**src/rtl/wp_ctrl_pkg.sv**
```systemverilog
package wp_ctrl_pkg;

    typedef enum logic [2:0] {
        OP_NONE,
        OP_WRSR,
        OP_WRARR,
        OP_WREN,
        OP_WRDI
    } op_t;

    typedef struct packed {
        logic wel;
        logic reject;
    } ctl_t;

    typedef struct packed {
        logic       wpen;
        logic [1:0] bp;
    } nv_t;

endpackage

```
**src/rtl/wp_ctrl_arbiter.sv**
```systemverilog
module wp_ctrl_arbiter
    import wp_ctrl_pkg::*;
(
    input  logic wrsr_i,
    input  logic wrarr_i,
    input  logic wren_i,
    input  logic wrdi_i,
    output op_t  op_o
);
    always_comb begin
        if (wrsr_i)       op_o = OP_WRSR;
        else if (wrarr_i) op_o = OP_WRARR;
        else if (wren_i)  op_o = OP_WREN;
        else if (wrdi_i)  op_o = OP_WRDI;
        else              op_o = OP_NONE;
    end
endmodule

```
**src/rtl/wp_ctrl_range.sv**
```systemverilog
module wp_ctrl_range #(
    parameter int ARRAY_BYTES = 32768,
    parameter int AW          = $clog2(ARRAY_BYTES)
) (
    input  logic [AW-1:0] addr_i,
    input  logic [1:0]    bp_i,
    output logic          prot_o
);
    localparam int          QTR_BASE  = ARRAY_BYTES - ARRAY_BYTES / 4;
    localparam int          HALF_BASE = ARRAY_BYTES / 2;
    localparam logic [AW:0] QTR_LIM   = (AW+1)'(QTR_BASE);
    localparam logic [AW:0] HALF_LIM  = (AW+1)'(HALF_BASE);

    logic [AW:0] addr_ext;
    logic        in_qtr;
    logic        in_half;

    assign addr_ext = {1'b0, addr_i};
    assign in_qtr   = (addr_ext >= QTR_LIM);
    assign in_half  = (addr_ext >= HALF_LIM);

    always_comb begin
        unique case (bp_i)
            2'b00:   prot_o = 1'b0;
            2'b01:   prot_o = in_qtr;
            2'b10:   prot_o = in_half;
            default: prot_o = 1'b1;
        endcase
    end
endmodule

```
**src/rtl/wp_ctrl_timer.sv**
```systemverilog
module wp_ctrl_timer #(
    parameter int WR_CYCLES = 8
) (
    input  logic clk,
    input  logic rst_n,
    input  logic start_i,
    output logic busy_o,
    output logic finish_o
);
    localparam int           CW   = $clog2(WR_CYCLES + 1);
    localparam logic [CW-1:0] LOAD = CW'(WR_CYCLES);

    typedef struct packed {
        logic          busy;
        logic [CW-1:0] cnt;
    } tmr_t;

    tmr_t tmr_d, tmr_q;

    always_comb begin
        tmr_d    = tmr_q;
        finish_o = 1'b0;
        if (tmr_q.busy) begin
            if (tmr_q.cnt == CW'(1)) begin
                finish_o  = 1'b1;
                tmr_d.busy = 1'b0;
                tmr_d.cnt  = '0;
            end else begin
                tmr_d.cnt = tmr_q.cnt - CW'(1);
            end
        end else if (start_i) begin
            tmr_d.busy = 1'b1;
            tmr_d.cnt  = LOAD;
        end
    end

    always_ff @(posedge clk or negedge rst_n) begin
        if (!rst_n) tmr_q <= '0;
        else        tmr_q <= tmr_d;
    end

    assign busy_o = tmr_q.busy;
endmodule

```
**src/rtl/wp_ctrl.sv**
```systemverilog
module wp_ctrl
    import wp_ctrl_pkg::*;
#(
    parameter int ARRAY_BYTES = 32768,
    parameter int WR_CYCLES   = 8,
    parameter int AW          = $clog2(ARRAY_BYTES)
) (
    input  logic          clk,
    input  logic          rst_n,
    input  logic          wren_i,
    input  logic          wrdi_i,
    input  logic          wrsr_i,
    input  logic [7:0]    wrsr_data_i,
    input  logic          wrarr_i,
    input  logic [AW-1:0] addr_i,
    input  logic          wp_n_i,
    output logic [7:0]    status_o,
    output logic          arr_wr_ok_o,
    output logic          sr_wr_ok_o,
    output logic          busy_o,
    output logic          reject_o
);
    ctl_t ctl_d, ctl_q;
    nv_t  nv_d, nv_q;
    op_t  op;
    logic prot;
    logic hw_lock;
    logic busy;
    logic finish;
    logic start;
    logic arr_ok;
    logic sr_ok;

    wp_ctrl_arbiter u_arb (
        .wrsr_i (wrsr_i),
        .wrarr_i(wrarr_i),
        .wren_i (wren_i),
        .wrdi_i (wrdi_i),
        .op_o   (op)
    );

    wp_ctrl_range #(.ARRAY_BYTES(ARRAY_BYTES), .AW(AW)) u_range (
        .addr_i(addr_i),
        .bp_i  (nv_q.bp),
        .prot_o(prot)
    );

    wp_ctrl_timer #(.WR_CYCLES(WR_CYCLES)) u_tmr (
        .clk     (clk),
        .rst_n   (rst_n),
        .start_i (start),
        .busy_o  (busy),
        .finish_o(finish)
    );

    assign hw_lock = ~wp_n_i & nv_q.wpen;
    assign sr_ok   = ctl_q.wel & ~hw_lock & ~busy;
    assign arr_ok  = ctl_q.wel & ~prot & ~busy;

    always_comb begin
        ctl_d        = ctl_q;
        nv_d         = nv_q;
        ctl_d.reject = 1'b0;
        start        = 1'b0;
        if (!busy) begin
            unique case (op)
                OP_WRSR: begin
                    if (sr_ok) begin
                        start     = 1'b1;
                        nv_d.wpen = wrsr_data_i[7];
                        nv_d.bp   = wrsr_data_i[3:2];
                    end else begin
                        ctl_d.reject = 1'b1;
                    end
                end
                OP_WRARR: begin
                    if (arr_ok) start = 1'b1;
                    else        ctl_d.reject = 1'b1;
                end
                OP_WREN: ctl_d.wel = 1'b1;
                OP_WRDI: ctl_d.wel = 1'b0;
                default: ;
            endcase
        end
        if (finish) ctl_d.wel = 1'b0;
    end

    always_ff @(posedge clk or negedge rst_n) begin
        if (!rst_n) ctl_q <= '0;
        else        ctl_q <= ctl_d;
    end

    // nonvolatile bits: deliberately outside the reset
    always_ff @(posedge clk) begin
        nv_q <= nv_d;
    end

    assign status_o    = {nv_q.wpen, 3'b000, nv_q.bp, ctl_q.wel, busy};
    assign arr_wr_ok_o = arr_ok;
    assign sr_wr_ok_o  = sr_ok;
    assign busy_o      = busy;
    assign reject_o    = ctl_q.reject;
endmodule

```
**config.mk**
```make
export PLATFORM = sky130hd
export DESIGN_NAME = wp_ctrl
export DESIGN_NICKNAME = d
export VERILOG_FILES = /design/src/rtl/wp_ctrl_pkg.sv /design/src/rtl/wp_ctrl_arbiter.sv /design/src/rtl/wp_ctrl_range.sv /design/src/rtl/wp_ctrl_timer.sv /design/src/rtl/wp_ctrl.sv
export SDC_FILE = /design/constraint.sdc
export NUM_CORES = 1
export LEC_CHECK = 0
export ABC_CLOCK_PERIOD_IN_PS = 1900
export BUFFER_PORTS_ARGS = -buffer_cell sky130_fd_sc_hd__buf_2
export CAP_MARGIN = 20
export CORE_MARGIN = 2
export CORE_UTILIZATION = 38
export CTS_CLUSTER_DIAMETER = 80
export CTS_CLUSTER_SIZE = 16
export DETAILED_ROUTE_END_ITERATION = 10
export HOLD_SLACK_MARGIN = 0.12
export PLACE_DENSITY = 0.87
export SLEW_MARGIN = 20
export SYNTH_ARGS = -nofsm -noshare
export SYNTH_HDL_FRONTEND = slang
export SYNTH_SLANG_ARGS = --single-unit
```
**constraint.sdc**
```tcl
create_clock -name clk -period 1.9 [get_ports clk]
set_input_delay 0.38 -clock clk [delete_from_list [all_inputs] [get_ports clk]]
set_output_delay 0.38 -clock clk [all_outputs]
set_load 0.02 [all_outputs]
```
==> summary.md <==
| Metric | Value |
|---|---|
| Seq/Total Area, Yosys | `46.6%` |
| Gr ovfl total | `0` |
| Post-Syn Area | `569 um2` |
| First-pass GRT wire length | `2050 um` |
| Ys Warns | `0` |
| Placed Cells | `87` |
| # IOs | `42` |
| Root Buffer | `clkbuf_4` |
| Worst hold path class | `primary input to register` |
| Worst setup SP type | `register` |
| Initial antenna violation count | `0` |
| Most used DFF post-synth | `dfrtp_1` |
| Pin count of the biggest net entering global routing | `10` |
| WS Path Type | `register to output port` |
| Clk buf depth | `2` |
| CTS tree | `done` |
| XOR/XNOR Fraction of Synth Area | `0%` |
| GP Congestion | `0.835` |
| Power density cells | `1400 nW/um2` |
| Tmin final | `1800 ps` |
| Share of layout cells above drive strength 1 | `35.1%` |
| Setup TNS | `0 ps` |
| Total Power | `0.987 mW` |
| Vias | `516` |
| Hpwl dp | `1010 um` |
| Wirelength per Cell | `14.7 um` |
| Site Rows | `13` |
| CP Max Fanout | `4` |
| Hold Path Sink | `status_o[7]` |
| CTS H-Tree Depth | `1` |
| WP data arrival | `1420 ps` |
| Final hold vios | `0` |
| Max IR drop VDD | `0.763 mV` |
| Largest family of logic cells by synthesized area | `compound AO/OA/AOI/OAI gates` |
| CTS Buf Count | `3` |
| Num Clock Sinks | `10` |
| Multiplexer share of the synthesized area | `1.76%` |
| Die ar. | `1820 um2` |
| Synth Area in Adders | `4.40%` |
| Fin crit share | `94.7%` |
| Vias in the first global route | `491` |
| Final slew viol count | `0` |
| Router iterations before antenna repair | `4` |
| Multi-input gate area | `258 um2` |
| Die width | `42.7 um` |
| Antenna cells | `0` |
| Core area | `1350 um2` |
| Clock Skews | `1.33 ps` |
| Hold path start | `wrsr_data_i[7]` |
| Final Util | `52.2%` |
| Initial drt markers | `22` |
| Overall routed net length | `1350 um` |
| R2r worst-path depth | `3` |
| Layout area overhead | `23.7%` |
| Vias per cell | `5.61` |
| Finished Layout Cells | `92` |
| Static leakage | `0.338 nW` |
| R2r setup slk | `460 ps` |
| Setup Fix Bufs, Post-CTS | `0` |
| Final #Nets | `110` |
| Final ANT Viol Nets | `0` |
| Die Span Y | `42.7 um` |
| Distinct cells, synth | `28` |
| FF+latch count, synth | `10` |
| # DRC | `0` |
| Register area | `265 um2` |
| Avg Cell Area, Syn | `10.5 um2` |
| Reg2reg start | `status_o[2]` |
| Crit path capture type | `output port` |
| Hold depth | `1` |
| RR Endpoint | `u_tmr.tmr_q[1]` |
| Compound-cell area share of the yosys netlist | `20.0%` |
| Post-synth EDFFs | `3` |
| Worst EP required | `1520 ps` |
| Fmax | `555 MHz` |
| RSZ-0062 raised after global routing | `false` |
| GRT Util Overall | `15.9%` |
| Status | `completed` |
| CTS clk-pin slew, worst paths | `60 ps` |
| Synth Area in Simple Gates | `16.0%` |
| Post-synth ARST share | `70.0%` |
| Worst-Skew Late Latency | `270 ps` |
| Fillers | `128` |
| Buffers on Ports | `20` |
| Finish-stage setup viols | `0` |
| MaxCap Viol Count | `0` |
| Post-Synthesis Cells | `54` |
| Initial Utilization | `42.2%` |
[cells in the mapped netlist (2+ instances only)]
cell      n  area share (%)
dfrtp_1   7              31
inv_1     5             3.3
buf_4     4             5.3
nor2_1    4             2.6
edfxtp_1  3              16
nand2b_1  3             3.3
nor2b_1   3             3.3
a22oi_1   2             2.6
a32o_1    2             3.5
ha_1      2             4.4
nand2_1   2             1.3
[timing repair]
| item | CTS | global route |
|---|---|---|
| gates resized for setup | 0 | 1 |
| endpoints found under the hold margin | 7 | 0 |
| hold buffers | 1 | 0 |
| setup endpoints to repair | 0 | 1 |
[final cells by class]
| type | instances | share of cell area, % |
|---|---|---|
| inverter | 5 | 2.66 |
| clock buffer | 3 | 3.20 |
| timing repair buffer | 22 | 16.7 |
| multi-input combinational | 36 | 36.6 |
| tap | 15 | 2.66 |
| clock inverter | 1 | 0.533 |
| sequential | 10 | 37.7 |
[flip-flops by register name, indices dropped and copies added (netlist names)]
name	flops
status_o	4
u_tmr.tmr_q	4
reject_o	1
u_tmr.busy_o	1
[where the power goes]
part | leakage (nW) | switching (mW) | internal (mW)
sequential | 0.111 | 0.0770 | 0.299
clock | 0.0154 | 0.0722 | 0.0760
combinational | 0.212 | 0.257 | 0.206
total | 0.338 | 0.406 | 0.581
[metrics by stage]
stage | hold WS, ps | cell area [um2] | setup slack (ps)
after floorplan | 84.4 | 577 | 136
after global placement | 220 | 662 | 359
after detailed placement | 222 | 662 | 300
after CTS | 286 | 698 | 37.1
after global routing | 282 | 704 | 63.8
final | 287 | 704 | 99.8
[worst max-delay path: stages, from the launching register on]
cell	delay [ps]
edfxtp_1	430
a21o_1	220
a221oi_2	270
buf_2	220
[kinds of logic (layout without fill, tap and decap cells)]
group,Yosys count,in the layout
simple gates,16,16
compound gates,14,14
flops,10,10
buf+inv,10,31
fa+ha+maj,2,2
other cells,1,3
mux,1,1
[worst max path at each step]
stage / from / end / slack (ps) / cells after the start
finish: status_o[2] / arr_wr_ok_o / 100 / 3
global route: status_o[2] / arr_wr_ok_o / 60 / 3
floorplan: u_tmr.busy_o / arr_wr_ok_o / 140 / 3
detailed placement: addr_i[13] / arr_wr_ok_o / 300 / 4
global placement: addr_i[13] / arr_wr_ok_o / 360 / 4
CTS: status_o[2] / arr_wr_ok_o / 40 / 3
[metal layers]
layer / routed length [um] / global-route usage [%] / vias up
met5: 0 / 0 / -
met4: 15 / 5.63 / 0
met3: 122 / 6.81 / 4
met2: 723 / 27.9 / 29
met1: 491 / 16.6 / 247
li1: - / - / 236
[cells in the final DEF (no fill, tap or decap), types with 2 or more instances in the layout]
master,synthesis,final
conb_1,1,3
nor2_1,4,4
clkbuf_4,0,3
nand2_1,2,2
a32o_1,2,2
nor2b_1,3,3
buf_2,0,20
dfrtp_1,7,7
edfxtp_1,3,3
a22oi_1,2,2
nand2b_1,3,3
ha_1,2,2
inv_1,5,5
(Power assumes the default switching activity.)
